==> src/rtl/thermal_step_pkg.sv <==
// Shared types and register addresses for the thermal throttle controller.
// Assumes a two-bit register address space.
package thermal_step_pkg;

    typedef enum logic [2:0] {
        ST_IDLE  = 3'd0,
        ST_DOWN  = 3'd1,
        ST_COOL  = 3'd2,
        ST_UP    = 3'd3,
        ST_THROT = 3'd4
    } tt_state_e;

    localparam logic [1:0] ADDR_LOW = 2'd0;
    localparam logic [1:0] ADDR_NOM = 2'd1;
    localparam logic [1:0] ADDR_CLR = 2'd2;

endpackage

==> src/rtl/thermal_regs.sv <==
// Software-visible storage: the reduced operating-point code, nominal write
// decode, sticky transition status with write-1-clear, and the interrupt pulse.
// Assumes OP_W >= 2 so the status clear mask fits in the write data.
module thermal_regs
    import thermal_step_pkg::*;
#(
    parameter int unsigned     OP_W    = 4,
    parameter logic [OP_W-1:0] LOW_RST = '0
) (
    input  logic            clk,
    input  logic            rst_n,
    input  logic            wr_en_i,
    input  logic [1:0]      wr_addr_i,
    input  logic [OP_W-1:0] wr_data_i,
    input  logic            evt_down_i,
    input  logic            evt_up_i,
    output logic [OP_W-1:0] low_o,
    output logic            nom_wr_o,
    output logic [OP_W-1:0] nom_data_o,
    output logic            irq_o,
    output logic [1:0]      stat_o
);

    logic [OP_W-1:0] low_q;
    logic [1:0]      stat_q;
    logic            irq_q;
    logic [1:0]      clr_mask;
    logic [1:0]      set_mask;

    // Decode the write strobes into a clear mask and a nominal write.
    always_comb begin
        clr_mask   = (wr_en_i && wr_addr_i == ADDR_CLR) ? wr_data_i[1:0] : 2'b00;
        set_mask   = {evt_up_i, evt_down_i};
        nom_wr_o   = wr_en_i && (wr_addr_i == ADDR_NOM);
        nom_data_o = wr_data_i;
    end

    // Hold the reduced operating-point code.
    always_ff @(posedge clk) begin
        if (!rst_n) begin
            low_q <= LOW_RST;
        end else if (wr_en_i && wr_addr_i == ADDR_LOW) begin
            low_q <= wr_data_i;
        end
    end

    // Sticky status; a set in the same cycle wins over a clear.
    always_ff @(posedge clk) begin
        if (!rst_n) begin
            stat_q <= 2'b00;
        end else begin
            stat_q <= (stat_q & ~clr_mask) | set_mask;
        end
    end

    // One-cycle interrupt on either completed transition.
    always_ff @(posedge clk) begin
        if (!rst_n) begin
            irq_q <= 1'b0;
        end else begin
            irq_q <= evt_down_i | evt_up_i;
        end
    end

    assign low_o  = low_q;
    assign stat_o = stat_q;
    assign irq_o  = irq_q;

endmodule

==> src/rtl/thermal_wait_timer.sv <==
// Cool-down timer: a start pulse clears the count, which then climbs to
// WAIT_CYC-1 and saturates. Assumes WAIT_CYC >= 2.
module thermal_wait_timer #(
    parameter int unsigned WAIT_CYC = 1000
) (
    input  logic clk,
    input  logic rst_n,
    input  logic start_i,
    output logic expired_o
);

    localparam int unsigned CNT_W = (WAIT_CYC > 2) ? $clog2(WAIT_CYC) : 1;
    localparam logic [CNT_W-1:0] LAST = CNT_W'(WAIT_CYC - 1);

    logic [CNT_W-1:0] cnt_q;

    // Count from zero after each start, holding at the last value.
    always_ff @(posedge clk) begin
        if (!rst_n) begin
            cnt_q <= LAST;
        end else if (start_i) begin
            cnt_q <= '0;
        end else if (cnt_q != LAST) begin
            cnt_q <= cnt_q + 1'b1;
        end
    end

    assign expired_o = (cnt_q == LAST);

endmodule

==> src/rtl/thermal_fsm.sv <==
// Transition sequencing: records the active code, requests the reduced point,
// runs the cool-down check, restores the recorded code, and falls back to
// clock-duty throttling when the down move fails. Assumes the sequencer answers
// each request with done or fail; fail takes priority when both are high.
module thermal_fsm
    import thermal_step_pkg::*;
#(
    parameter int unsigned     OP_W     = 4,
    parameter logic [OP_W-1:0] RESET_OP = '0
) (
    input  logic            clk,
    input  logic            rst_n,
    input  logic            hot_i,
    input  logic            seq_done_i,
    input  logic            seq_fail_i,
    input  logic            nom_wr_i,
    input  logic [OP_W-1:0] nom_data_i,
    input  logic [OP_W-1:0] low_i,
    input  logic            tmr_exp_i,
    output logic            tmr_start_o,
    output logic            evt_down_o,
    output logic            evt_up_o,
    output logic [OP_W-1:0] op_code_o,
    output logic            op_req_o,
    output logic            throttle_o
);

    tt_state_e       state_q;
    logic [OP_W-1:0] op_q;
    logic [OP_W-1:0] saved_q;
    logic [OP_W-1:0] low_cap_q;
    logic            req_q;
    logic            thr_q;
    logic            ok_done;

    // Sequencer completion that is not overridden by a failure.
    assign ok_done = seq_done_i && !seq_fail_i;

    // Transition events and timer restarts.
    always_comb begin
        evt_down_o  = (state_q == ST_DOWN) && ok_done;
        evt_up_o    = (state_q == ST_UP) && ok_done;
        tmr_start_o = evt_down_o
                    || ((state_q == ST_COOL) && tmr_exp_i && hot_i)
                    || ((state_q == ST_UP) && seq_fail_i);
    end

    // State, target code, recorded code, request strobe and throttle enable.
    always_ff @(posedge clk) begin
        if (!rst_n) begin
            state_q   <= ST_IDLE;
            op_q      <= RESET_OP;
            saved_q   <= RESET_OP;
            low_cap_q <= RESET_OP;
            req_q     <= 1'b0;
            thr_q     <= 1'b0;
        end else begin
            req_q <= 1'b0;
            unique case (state_q)
                ST_IDLE: begin
                    if (hot_i) begin
                        saved_q   <= op_q;
                        op_q      <= low_i;
                        low_cap_q <= low_i;
                        req_q     <= 1'b1;
                        state_q   <= ST_DOWN;
                    end else if (nom_wr_i) begin
                        op_q  <= nom_data_i;
                        req_q <= 1'b1;
                    end
                end
                ST_DOWN: begin
                    if (seq_fail_i) begin
                        op_q    <= saved_q;
                        thr_q   <= 1'b1;
                        state_q <= ST_THROT;
                    end else if (seq_done_i) begin
                        state_q <= ST_COOL;
                    end
                end
                ST_COOL: begin
                    if (tmr_exp_i && !hot_i) begin
                        op_q    <= saved_q;
                        req_q   <= 1'b1;
                        state_q <= ST_UP;
                    end
                end
                ST_UP: begin
                    if (seq_fail_i) begin
                        op_q    <= low_cap_q;
                        state_q <= ST_COOL;
                    end else if (seq_done_i) begin
                        state_q <= ST_IDLE;
                    end
                end
                ST_THROT: begin
                    if (!hot_i) begin
                        thr_q   <= 1'b0;
                        state_q <= ST_IDLE;
                    end
                end
                default: state_q <= ST_IDLE;
            endcase
        end
    end

    assign op_code_o  = op_q;
    assign op_req_o   = req_q;
    assign throttle_o = thr_q;

endmodule

==> src/rtl/thermal_step_ctrl.sv <==
// Top level of the thermal throttle transition controller: joins register
// storage, the cool-down timer and the transition sequencing.
// Assumes OP_W >= 2 and WAIT_CYC >= 2.
module thermal_step_ctrl
    import thermal_step_pkg::*;
#(
    parameter int unsigned     OP_W     = 4,
    parameter int unsigned     WAIT_CYC = 50000,
    parameter logic [OP_W-1:0] RESET_OP = '0,
    parameter logic [OP_W-1:0] LOW_RST  = '0
) (
    input  logic            clk,
    input  logic            rst_n,
    input  logic            hot_i,
    input  logic            seq_done_i,
    input  logic            seq_fail_i,
    input  logic            wr_en_i,
    input  logic [1:0]      wr_addr_i,
    input  logic [OP_W-1:0] wr_data_i,
    output logic [OP_W-1:0] op_code_o,
    output logic            op_req_o,
    output logic            throttle_o,
    output logic            irq_o,
    output logic [1:0]      stat_o
);

    logic [OP_W-1:0] low_w;
    logic            nom_wr_w;
    logic [OP_W-1:0] nom_data_w;
    logic            evt_down_w;
    logic            evt_up_w;
    logic            tmr_start_w;
    logic            tmr_exp_w;

    thermal_regs #(
        .OP_W    (OP_W),
        .LOW_RST (LOW_RST)
    ) u_regs (
        .clk        (clk),
        .rst_n      (rst_n),
        .wr_en_i    (wr_en_i),
        .wr_addr_i  (wr_addr_i),
        .wr_data_i  (wr_data_i),
        .evt_down_i (evt_down_w),
        .evt_up_i   (evt_up_w),
        .low_o      (low_w),
        .nom_wr_o   (nom_wr_w),
        .nom_data_o (nom_data_w),
        .irq_o      (irq_o),
        .stat_o     (stat_o)
    );

    thermal_wait_timer #(
        .WAIT_CYC (WAIT_CYC)
    ) u_timer (
        .clk       (clk),
        .rst_n     (rst_n),
        .start_i   (tmr_start_w),
        .expired_o (tmr_exp_w)
    );

    thermal_fsm #(
        .OP_W     (OP_W),
        .RESET_OP (RESET_OP)
    ) u_fsm (
        .clk         (clk),
        .rst_n       (rst_n),
        .hot_i       (hot_i),
        .seq_done_i  (seq_done_i),
        .seq_fail_i  (seq_fail_i),
        .nom_wr_i    (nom_wr_w),
        .nom_data_i  (nom_data_w),
        .low_i       (low_w),
        .tmr_exp_i   (tmr_exp_w),
        .tmr_start_o (tmr_start_w),
        .evt_down_o  (evt_down_w),
        .evt_up_o    (evt_up_w),
        .op_code_o   (op_code_o),
        .op_req_o    (op_req_o),
        .throttle_o  (throttle_o)
    );

endmodule

==> config.mk <==
export PLATFORM = sky130hd
export DESIGN_NAME = thermal_step_ctrl
export DESIGN_NICKNAME = d
export VERILOG_FILES = /design/src/rtl/thermal_step_pkg.sv /design/src/rtl/thermal_regs.sv /design/src/rtl/thermal_wait_timer.sv /design/src/rtl/thermal_fsm.sv /design/src/rtl/thermal_step_ctrl.sv
export SDC_FILE = /design/constraint.sdc
export NUM_CORES = 1
export LEC_CHECK = 0
export BUFFER_PORTS_ARGS = -buffer_cell sky130_fd_sc_hd__buf_2
export CAP_MARGIN = 20
export CORE_MARGIN = 4
export CORE_UTILIZATION = 60
export CTS_BUF_LIST = sky130_fd_sc_hd__clkbuf_4 sky130_fd_sc_hd__clkbuf_8
export CTS_CLUSTER_DIAMETER = 100
export DETAILED_ROUTE_END_ITERATION = 10
export PLACE_DENSITY = 0.81
export SYNTH_ARGS = -nofsm -noshare
export SYNTH_HDL_FRONTEND = slang
export SYNTH_HIERARCHICAL = 1
export SYNTH_SLANG_ARGS = --single-unit
==> constraint.sdc <==
create_clock -name clk -period 3 [get_ports clk]
set_input_delay 0.15 -clock clk [delete_from_list [all_inputs] [get_ports clk]]
set_output_delay 0.15 -clock clk [all_outputs]
set_load 0.1 [all_outputs]
==> reports/metrics.yaml <==
yosys:
  synth_edf_count: 0
  synth_seq_cells: 40
  synth_most_common_cell: "dfxtp_1"
  synth_top_area_share_pct: 40.0
  ys_async_sr_fraction_pct: 0
  synth_cells: 232
  synth-warning-count: 6
  synthTopCellsByArea: "dfxtp_1, nand2_1, xnor2_1"
  yosysUniqueCellTypes: 47
  syn_area_per_cell_um2: 8.63
  netlist_top_cells_count: "dfxtp_1, nand2_1, nor2_1"
  synth_ff_type: "dfxtp_1"
  syn_nets: 245
  yosysTopAreaCell: "dfxtp_1"
  ys_seq_area_share_pct: 40.0
  syn-cell-area_um2: 2000
clock_tree:
  post_cts_resized: 0
  cts_tree: "built"
  cts_setup_buffers: 0
  clock_path_buffers: 2
  ctsHoldBuffers: 0
  worstSkewPairLatency_ns: 0.34
  cts_made_buffers: 5
  path_clk_slew_ns: 0.10
  cts_num_sinks: 40
  htreeDepth: 2
  clock-root-buffer: "clkbuf_4"
worst_hold_path:
  min-delay-start: "wr_data_i[1]"
  min_path_cells: 2
  hold_end: "u_regs/stat_o[1]"
  hp-class: "input pin to register"
grt:
  overflow: 0
  antenna_found_initial: 0
  grt_max_degree: 38
  track_usage_pct: 20.3
  grt_pass1_vias: 1570
  grt_pass1_wl_um: 6870
floorplan:
  start_util_pct: 64.0
  die_y_um: 65.8
  ioPinCount: 21
  core_um2: 3130
  die-area_um2: 4320
  dieWidth_um: 65.8
  row_count: 20
setup_path:
  reg2reg_to: "u_timer/cnt_q[4]"
  worst_setup_path_end_kind: "register"
  cp_data_arrival_time_ns: 2.78
  worstPathCellList: "ha_1 -> nand3_1 -> nor4_4 -> a22o_1 -> a21oi_1 -> nor2_1 -> nand2b_1 -> or2_2 -> nor2_1"
  r2r-start: "u_timer/cnt_q[0]"
  startpoint_type: "register"
  required_ns: 3.25
  crit_type: "register to register"
  crit_path_top_delay_cell: "nor4_4"
  crit_top_cell: "nor2_1"
  ff2ff_setup_slack_ns: 0.47
  slowest_delay_ns: 0.49
  critical_path_peak_fanout: 7
  reg2regPathDepth: 9
timing:
  layout_setup_ws_ns: 0.467
  finalCritPeriodShare_pct: 84.4
  report.final.slew_viol_count: 0
  worst-slew-pin-transition_ns: 0.576
  setup_tns_ns: 0
  finalHoldViolCount: 0
  finClkSkew_ns: 0.00764
  setup_violations: 0
  slew_headroom_pct: 61.6
  max_freq_mhz: 395
  fin_crit_ns: 2.53
  rsz0062_at_grt: "false"
final_layout:
  multiInputGateArea_um2: 1090
  nFillCells: 274
  areaGrowthSynthToFinish_pct: 6.19
  finish.utilization_pct: 68.0
  seq_area_um2: 801
  nets: 260
  drive_gt1_share_pct: 15.9
  design_area_um2: 2130
  n_antenna_cell: 0
place:
  port_buffers: 20
  dp_hpwl_um: 2760
  place_ws_ns: 0.485
  placed_area_um2: 2090
  routabilityCongestion: 0.910
power:
  power_leakage_uw: 0.000803
  peakVddDrop_uv: 299
  power.total_uw: 1280
  pwr_density_cell_nw_per_um2: 603
route:
  ant_nets: 0
  first_pass_iters: 4
  drc: 0
  vias: 1632
  drt_iter0_drc: 165
  wl_um: 3920
  wl_per_cell_um: 13.6
  vias_per_cell: 5.65
run_status:
  outcome: "complete, no violations"
run:
  maxCapViolCount: 0
registers in the layout (all words and copies together) (netlist names):
name              flops
u_fsm/saved_q         4
u_fsm/state_q         3
u_regs/irq_o          1
u_fsm/throttle_o      1
u_fsm/op_code_o       4
u_fsm/low_cap_q       4
u_regs/stat_o         2
u_fsm/op_req_o        1
u_regs/low_o          4
u_timer/cnt_q        16
how the worst max path moves through the flow:
stage	startpoint	endpoint	slack, ns	depth (start not counted)
2_1_floorplan	u_timer/cnt_q[13]	u_timer/cnt_q[15]	0.83	8
3_3_place_gp	u_timer/cnt_q[14]	u_timer/cnt_q[4]	0.56	8
3_5_place_dp	u_timer/cnt_q[14]	u_timer/cnt_q[4]	0.48	8
4_1_cts	u_timer/cnt_q[0]	u_timer/cnt_q[4]	0.46	9
5_1_grt	u_timer/cnt_q[0]	u_timer/cnt_q[5]	0.20	9
6_report	u_timer/cnt_q[0]	u_timer/cnt_q[4]	0.47	9
report_power, final:
part	switching, uW	total, uW	internal (uW)
Sequential	54.0	637	583
Clock	155	233	78.3
Combinational	252	411	159
Total	461	1280	820
cells in the final DEF, fill, tap and decap left out, types with 2 or more instances in the layout:
cell type  count
xor2_1         6
o21a_1         3
nand3_1        8
mux2i_1        7
and3b_2        2
mux2_2         3
a21oi_1        6
o21ai_1        2
buf_2         20
inv_1          8
clkbuf_4       5
nor3_1         8
buf_4          2
a31oi_1        2
and2_1         2
nand2b_1       5
a21boi_0       8
xnor2_1        9
o22a_1         2
o21ai_0       10
nor3b_1        3
nor2_1        18
nand4_1        5
o22ai_1        6
o41ai_1        2
nor4_1         2
nand2_1       31
and3_1         2
dfxtp_1       40
nand3b_1       2
worst max-delay path, delay by kind of cell, from the launching register on:
kind                     cells  cell delay, ns
AND/OR/NAND/NOR              6            1.53
flip-flops                   1            0.40
adder cells (fa/ha/maj)      1            0.26
AO/OA/AOI/OAI                2            0.25
cells by family (layout without fill, tap and decap cells):
logic type / after synthesis / count (layout) / synth area share [%]
AOI/OAI and AO/OA: 48 / 48 / 16.2
xor gates and xnor gates: 15 / 15 / 6.56
adders and majority gates: 1 / 1 / 0.625
buffers and inverters: 22 / 35 / 5.69
DFF: 40 / 40 / 40.0
muxes: 10 / 10 / 5.19
and+or+nand+nor: 96 / 96 / 25.7
cell type report:
cell class	instances	share of cell area [%]
clock buffers	5	1.77
inverters	8	1.41
multi-input cells	170	51.1
flip-flops and latches	40	37.7
well taps	44	2.59
repair buffers	22	5.41
routing by layer:
metal / wire, um / GRT usage [%] / up-vias
met2: 1690 / 30.9 / 45
li1: - / - / 836
met1: 1940 / 27.0 / 743
met3: 252 / 5.30 / 8
met4: 42 / 8.29 / 0
met5: 0 / 0 / -
metrics by stage:
stage          hold slack [ns]  std cells
2_1_floorplan            0.250        232
3_3_place_gp             0.373        284
3_5_place_dp             0.384        284
4_1_cts                0.00238        289
5_1_grt                0.00461        289
6_report               0.00755        289
Note: power is estimated with default switching activity, not from simulation.
